### src/rtl/i2c_cmd_target.sv
module i2c_cmd_target #(
  parameter logic [6:0] OWN_ADDR = 7'h2A
) (
  input  logic        clk,
  input  logic        rst_n,
  input  logic        scl_i,
  input  logic        sda_i,
  output logic        sda_pull,
  output logic        cmd_done,
  output logic [7:0]  last_cmd,
  output logic [47:0] payload
);
  localparam int NB = 6;
  localparam logic [8*NB-1:0] RESP = 48'hDEADBEEFCCAA;

  typedef enum logic [2:0] {IDLE, ADDR, CMD, DATA, ACK, SEND, GACK} st_t;

  logic [2:0] scl_q, sda_q;
  st_t        st, ret;
  logic [3:0] cnt;
  logic [6:0] sh;
  logic [2:0] idx;
  logic [7:0] rx [NB];
  logic [7:0] tx [NB];

  wire scl_r = scl_q[1], scl_p = scl_q[2];
  wire sda_r = sda_q[1], sda_p = sda_q[2];
  wire rise  = scl_r & ~scl_p;
  wire fall  = ~scl_r & scl_p;
  wire start = scl_r & scl_p & sda_p & ~sda_r;
  wire stop  = scl_r & scl_p & ~sda_p & sda_r;
  wire [7:0] byte_in = {sh, sda_r};

  always_comb
    for (int i = 0; i < NB; i++) payload[8*i +: 8] = rx[i];

  always_ff @(posedge clk or negedge rst_n) begin
    if (!rst_n) begin
      scl_q <= '1;
      sda_q <= '1;
    end else begin
      scl_q <= {scl_q[1:0], scl_i};
      sda_q <= {sda_q[1:0], sda_i};
    end
  end

  always_ff @(posedge clk or negedge rst_n) begin
    if (!rst_n) begin
      st       <= IDLE;
      ret      <= IDLE;
      cnt      <= '0;
      sh       <= '0;
      idx      <= '0;
      sda_pull <= 1'b0;
      cmd_done <= 1'b0;
      last_cmd <= '0;
      for (int i = 0; i < NB; i++) begin
        rx[i] <= '0;
        tx[i] <= '0;
      end
    end else begin
      cmd_done <= 1'b0;
      if (start) begin
        st       <= ADDR;
        cnt      <= '0;
        sda_pull <= 1'b0;
      end else if (stop) begin
        st       <= IDLE;
        sda_pull <= 1'b0;
      end else begin
        unique case (st)
          ADDR, CMD, DATA: if (rise) begin
            sh  <= byte_in[6:0];
            cnt <= cnt + 4'd1;
            if (cnt == 4'd7) begin
              cnt <= '0;
              st  <= ACK;
              if (st == ADDR) begin
                idx <= '0;
                ret <= sda_r ? SEND : CMD;
                if (sh != OWN_ADDR) st <= IDLE;
              end else if (st == CMD) begin
                last_cmd <= byte_in;
                ret      <= IDLE;
                case (byte_in)
                  8'h01: begin ret <= DATA; idx <= 3'(NB - 1); end
                  8'h10: cmd_done <= 1'b1;
                  8'h20: for (int i = 0; i < NB; i++) tx[i] <= RESP[8*(NB-1-i) +: 8];
                  default: st <= IDLE;
                endcase
              end else begin
                rx[idx] <= byte_in;
                if (idx == 3'd0) begin
                  cmd_done <= 1'b1;
                  ret      <= IDLE;
                end else begin
                  idx <= idx - 3'd1;
                  ret <= DATA;
                end
              end
            end
          end
          ACK: if (fall) begin
            if (!sda_pull) sda_pull <= 1'b1;
            else begin
              sda_pull <= (ret == SEND) ? ~tx[idx][7] : 1'b0;
              st       <= ret;
              cnt      <= '0;
            end
          end
          SEND: if (rise) cnt <= cnt + 4'd1;
                else if (fall) begin
                  if (cnt == 4'd8) begin
                    sda_pull <= 1'b0;
                    st       <= GACK;
                  end else sda_pull <= ~tx[idx][3'd7 - cnt[2:0]];
                end
          GACK: if (rise) begin
            if (sda_r || idx == 3'(NB - 1)) st <= IDLE;
            else begin
              idx <= idx + 3'd1;
              cnt <= '0;
              st  <= SEND;
            end
          end
          default: ;
        endcase
      end
    end
  end
endmodule


### config.mk
export PLATFORM = sky130hd
export DESIGN_NAME = i2c_cmd_target
export DESIGN_NICKNAME = d
export VERILOG_FILES = /design/src/rtl/i2c_cmd_target.sv
export SDC_FILE = /design/constraint.sdc
export NUM_CORES = 1
export LEC_CHECK = 0
export BUFFER_PORTS_ARGS = -buffer_cell sky130_fd_sc_hd__buf_2
export CELL_PAD_IN_SITES_DETAIL_PLACEMENT = 1
export CELL_PAD_IN_SITES_GLOBAL_PLACEMENT = 1
export CORE_MARGIN = 5
export CORE_UTILIZATION = 41
export DETAILED_ROUTE_END_ITERATION = 8
export MAX_ROUTING_LAYER = met4
export PLACE_DENSITY = 0.8
export SETUP_SLACK_MARGIN = 0.2
export SLEW_MARGIN = 0
export SYNTH_ARGS = -nofsm -noshare
export SYNTH_HDL_FRONTEND = slang
export SYNTH_SLANG_ARGS = --single-unit
### constraint.sdc
create_clock -name clk -period 2.6 [get_ports clk]
set_input_delay 0.52 -clock clk [delete_from_list [all_inputs] [get_ports clk]]
set_output_delay 0.52 -clock clk [all_outputs]
set_load 0.01 [all_outputs]
==> flow_summary.json, run 1 <==
{
  "run_status": "completed",
  "via_per_inst": 5.403,
  "hold_violations": 0,
  "synthTopCellsByArea": "dfrtp_1 49%, mux2_2 18%, dfstp_2 3.9%",
  "cp_top_family": "simple AND/OR/NAND/NOR gates",
  "stdcell_area_um2": 4941,
  "synth_top_cell_area_share": 0.4898,
  "clk_latency_ns": 0.37,
  "grt_pass1_wl_mm": 17.62,
  "dpl.cell_count": 529,
  "min_period_ns": 2.400,
  "criticalPathCategory": "reg -> reg",
  "path_clk_slew_ns": 0.09,
  "antenna_found_initial": 0,
  "r2r_cells": 6,
  "die_w_um": 109.2,
  "antenna_cells": 0,
  "crit_path_end_kind": "flop",
  "rows": 36,
  "remaining_drc_errors": 0,
  "leakage_nw": 2.532,
  "grt_usage": 0.2006,
  "die_area_um2": 11930,
  "period_share": 0.9232,
  "worstMarginPinSlew_ns": 0.6807,
  "cp_data_arrival_time_ns": 2.67,
  "use_met2": 0.3307,
  "drive_gt1_frac": 0.4615,
  "cts_sinks": 85,
  "seq_area_frac_synth": 0.5288,
  "critPathBufInv": 1,
  "final_cell_mix": "77 x dfrtp_1, 60 x buf_2, 54 x mux2_2, 21 x buf_4, 20 x nor2_1",
  "slew_headroom": 0.5427,
  "grt_pass1_vias": 3313,
  "routabilityCongestion": 0.8740,
  "dr.pass1.iters": 4,
  "max-clock-path-buffers": 2,
  "r2r_setup_slack_ns": 0.20,
  "numPortBuffers": 61,
  "dp_worst_setup_slack_ns": -0.03271,
  "drt_wl_total_mm": 10.87,
  "whs_ns": 0.07764,
  "vdd.ir_drop.worst_v": 0.0004195,
  "synth_nets": 343,
  "path_cells": "nand2b_1 > or4_4 > or3_4 > nor3b_4 > buf_6 > mux2_2",
  "crit_path_max_incr_delay_ns": 0.55,
  "drtAntennaViolNets": 0,
  "fin_cells": 549,
  "met3_usage": 0.03848,
  "root_buffer": "clkbuf_8",
  "synth_largest_area_cell": "dfrtp_1",
  "ys_ff_latch": 85,
  "overflow": 0,
  "holdBufCountCts": 0,
  "syn-instance-count": 333,
  "hpwlAfterDp_mm": 7.562,
  "met1_usage": 0.2455,
  "layout_commonest_cell": "dfrtp_1",
  "min_path_type": "in -> async",
  "drv_cap": 0,
  "ys.flop_type": "dfrtp_1",
  "htreeDepth": 3,
  "r2r_end": "payload[37]$_DFFE_PN0P_",
  "cts-buffers-inserted": 9,
  "grt_setup_unrepaired": "yes",
  "grt_max_degree": 57,
  "setup_viol": 0,
  "top_usage_layer": "met2",
  "setup_ws_ns": 0.1998,
  "powerDensity_nw_per_um2": 722.6,
  "dr.first_iter.drc_count": 89,
  "routedWlPerCell_um": 19.81,
  "synth-edff-count": 0,
  "core_region_area_um2": 9684,
  "nets": 421,
  "place_area_um2": 4676,
  "synth.avg_cell_area_um2": 12.12,
  "netlist-cell-type-count": 57,
  "cp_slowest_cell": "dfstp_2",
  "vias": 2966,
  "cp.required_ns": 2.87,
  "cts_tree": "done",
  "ys_async_sr_fraction": 1.000,
  "setup-tns-final_ns": 0,
  "yosysWarnings": 0,
  "initial_utilization": 0.4168,
  "crit_path_start_kind": "flop",
  "die_height_um": 109.2,
  "finalPower_mw": 3.570,
  "syn2layout_area_growth_pct": 22.41,
  "cp_max_fo": 5,
  "fmax_mhz": 416.6,
  "syn_area_um2": 4036,
  "slew_viol_final": 0,
  "fin_skew_ns": 0.01177,
  "r2r_start": "scl_q[1]$_DFF_PN1_",
  "io_pins": 62,
  "fin_util": 0.5102
}
## layout make-up
class,instances,area [um^2]
inverters,10,37.54
well taps,133,166.4
clock inverters,7,81.33
flip-flops and latches,85,2137
fillers,1037,4743
multi-input cells,218,1834
repair buffers,87,560.5
clock buffers,9,123.9
## cells in the mapped netlist, drive strengths merged, types with 4 or more instances
| master | count |
|---|---|
| dfrtp | 79 |
| mux2 | 66 |
| nor2 | 21 |
| o21ai | 15 |
| clkbuf | 13 |
| nand2 | 12 |
| inv | 10 |
| a21oi | 9 |
| buf | 7 |
| nand3 | 7 |
| nor3 | 7 |
| dfstp | 6 |
| ha | 6 |
| nor2b | 6 |
| mux2i | 4 |
| nand3b | 4 |
## worst reg2reg max path, cell delays in order (launching register included)
cell      delay (ns)
dfstp_2         0.55
nand2b_1        0.08
or4_4           0.54
or3_4           0.41
nor3b_4         0.23
buf_6           0.15
mux2_2          0.33
## worst max path at each step
stage | from | cells past startpoint | endpoint
finish | scl_q[1]$_DFF_PN1_ | 6 | payload[37]$_DFFE_PN0P_
global route | scl_q[1]$_DFF_PN1_ | 6 | payload[36]$_DFFE_PN0P_
CTS | scl_q[1]$_DFF_PN1_ | 6 | payload[37]$_DFFE_PN0P_
floorplan | cnt[1]$_DFFE_PN0P_ | 7 | payload[32]$_DFFE_PN0P_
global placement | cnt[1]$_DFFE_PN0P_ | 6 | payload[38]$_DFFE_PN0P_
detailed placement | cnt[1]$_DFFE_PN0P_ | 6 | payload[37]$_DFFE_PN0P_
## report_power, final
group | switching [mW] | total [mW] | internal (mW)
clock | 0.522 | 0.981 | 0.459
combinational | 0.587 | 1.02 | 0.436
sequential | 0.143 | 1.57 | 1.42
total | 1.25 | 3.57 | 2.32
## state kept, by name, indices dropped and copies added (netlist names)
name,cells
payload,48
last_cmd,8
sh,7
cnt,4
idx,3
ret,3
scl_q,3
sda_q,3
st,3
cmd_done,1
sda_pull,1
tx,1
## timing repair
item,in CTS,in global routing
endpoints found under the hold margin,0,0
setup buffers,4,0
pin swaps,4,1
gates resized for setup,3,6
setup endpoints to repair,32,13
## cell families after synthesis
group | synth area share
DFF | 0.5288
AOI/OAI and AO/OA | 0.09392
adders and majority gates | 0.01860
and+or+nand+nor | 0.1212
muxes | 0.1940
xor gates and xnor gates | 0.01085
buffers and inverters | 0.03255
## routing by layer
| layer | up-vias | wire (um) | part of all wire |
|---|---|---|---|
| met5 | - | 0 | 0 |
| met4 | 0 | 197 | 0.018 |
| met3 | 16 | 375 | 0.034 |
| met2 | 64 | 5641 | 0.52 |
| met1 | 1533 | 4658 | 0.43 |
| li1 | 1353 | - | - |
Power figures use the tool's default switching activity.
==> run 2: changes to the inputs <==
Settings changed: CORE_MARGIN 5 to not set, PLACE_DENSITY 0.8 to not set, PLACE_DENSITY_LB_ADDON set to 0.3, TNS_END_PERCENT set to 5.
==> run 2 against run 1 <==
Compared with the run above:
- non-clock buffer count grew 2
- flip-flop and latch count is the same
- cell count fell by 0.36%
- critical path type unchanged
==> flow_summary.json, run 2 (synthesis gave the netlist of run 1 again) <==
{
  "run_status": "completed",
  "routedWlPerCell_um": 19.08,
  "cp_top_family": "simple AND/OR/NAND/NOR gates",
  "critPathBufInv": 1,
  "drv_cap": 0,
  "crit_path_max_incr_delay_ns": 0.55,
  "max-clock-path-buffers": 2,
  "hold_violations": 0,
  "crit_path_end_kind": "flop",
  "die_area_um2": 10250,
  "rows": 35,
  "vdd.ir_drop.worst_v": 0.0003442,
  "nets": 423,
  "fin_cells": 547,
  "place_area_um2": 4628,
  "grt_max_degree": 47,
  "setup-tns-final_ns": 0,
  "grt_pass1_vias": 3194,
  "remaining_drc_errors": 0,
  "via_per_inst": 5.397,
  "hpwlAfterDp_mm": 7.138,
  "grt_pass1_wl_mm": 17.06,
  "path_clk_slew_ns": 0.10,
  "antenna_cells": 0,
  "layout_commonest_cell": "dfrtp_1",
  "cts_sinks": 85,
  "fmax_mhz": 413.7,
  "fillers": 1014,
  "drtAntennaViolNets": 0,
  "largest_reg_flops": 48,
  "routabilityCongestion": 0.8157,
  "vias": 2952,
  "antenna_found_initial": 0,
  "grt_setup_unrepaired": "yes",
  "slew_headroom": 0.5702,
  "worstMarginPinSlew_ns": 0.6447,
  "cp_slowest_cell": "dfstp_2",
  "cts-buffers-inserted": 9,
  "path_cells": "nand2b_1 > or4_4 > or3_4 > nor3_4 > buf_12 > mux2_2",
  "holdBufCountCts": 0,
  "htreeDepth": 3,
  "cp.required_ns": 2.85,
  "core_region_area_um2": 9371,
  "fin_skew_ns": 0.01206,
  "slew_viol_final": 0,
  "whs_ns": 0.1615,
  "min_period_ns": 2.417,
  "crit_path_start_kind": "flop",
  "root_buffer": "clkbuf_8",
  "min_path_type": "in -> async",
  "numPortBuffers": 61,
  "io_pins": 62,
  "period_share": 0.9298,
  "die_w_um": 101.2,
  "initial_utilization": 0.4307,
  "die_height_um": 101.2,
  "stdcell_area_um2": 4898,
  "dr.pass1.iters": 4,
  "finalPower_mw": 3.557,
  "cts_tree": "done",
  "overflow": 0,
  "cp_max_fo": 8,
  "setup_viol": 0,
  "criticalPathCategory": "reg -> reg",
  "drt_wl_total_mm": 10.44,
  "powerDensity_nw_per_um2": 726.2,
  "cp_data_arrival_time_ns": 2.66,
  "grt_usage": 0.2305,
  "final_cell_mix": "78 x dfrtp_1, 66 x mux2_2, 60 x buf_2, 24 x buf_4, 20 x nor2_1",
  "syn2layout_area_growth_pct": 21.36,
  "leakage_nw": 2.525,
  "dpl.cell_count": 525,
  "dr.first_iter.drc_count": 82,
  "clk_latency_ns": 0.36,
  "drive_gt1_frac": 0.4617
}
run 2: path summary, 6_finish.rpt:
check / from / endpoint / slack, ns / depth (start not counted)
worst max register to register: scl_q[1]$_DFF_PN1_ / payload[2]$_DFFE_PN0P_ / 0.18 / 6
min in group clk: sda_i / sda_q[0]$_DFF_PN1_ / 0.25 / 1
worst max-delay path: scl_q[1]$_DFF_PN1_ / payload[2]$_DFFE_PN0P_ / 0.18 / 6
max in group asynchronous: rst_n / sda_q[2]$_DFF_PN1_ / 1.76 / 2
worst min register to register: sda_q[0]$_DFF_PN1_ / sda_q[1]$_DFF_PN1_ / 0.36 / 0
worst min-delay path: rst_n / sda_pull$_DFFE_PN0P_ / 0.16 / 1
run 2: cell type report:
type | count | area [um^2] | share of cell area
tap | 129 | 161.4 | 0.03295
inverter | 10 | 37.54 | 0.007663
timing repair buffer | 89 | 571.8 | 0.1167
sequential | 85 | 2136 | 0.4360
clock inverter | 7 | 80.08 | 0.01635
multi-input combinational | 218 | 1788 | 0.3650
clock buffer | 9 | 123.9 | 0.02529
run 2: metrics by stage:
step | worst slack [ns] | utilization
2_1_floorplan | 0.04208 | -
3_3_place_gp | 0.02100 | 0.4939
3_5_place_dp | -0.05582 | 0.4939
4_1_cts | 0.2022 | 0.5227
5_1_grt | 0.1367 | 0.5227
6_report | 0.1826 | 0.5227
run 2: metal layers:
metal | track usage | vias up | part of all wire
met5 | - | - | 0
met4 | 0.07469 | 0 | 0.021
met3 | 0.04555 | 16 | 0.033
met2 | 0.3898 | 60 | 0.51
met1 | 0.2769 | 1521 | 0.44
li1 | - | 1355 | -
run 2: where the power goes:
part | leakage [nW] | internal (mW) | switching [mW]
Sequential | 1.16 | 1.42 | 0.152
Clock | 0.0994 | 0.382 | 0.578
Combinational | 1.27 | 0.448 | 0.574
run 2: timing repair:
item / 4_1_cts / 5_1_grt
gates resized for setup: 2 / 0
buffers inserted: 6 / 0
setup endpoints to repair: 32 / 18
pin swaps: 5 / 1
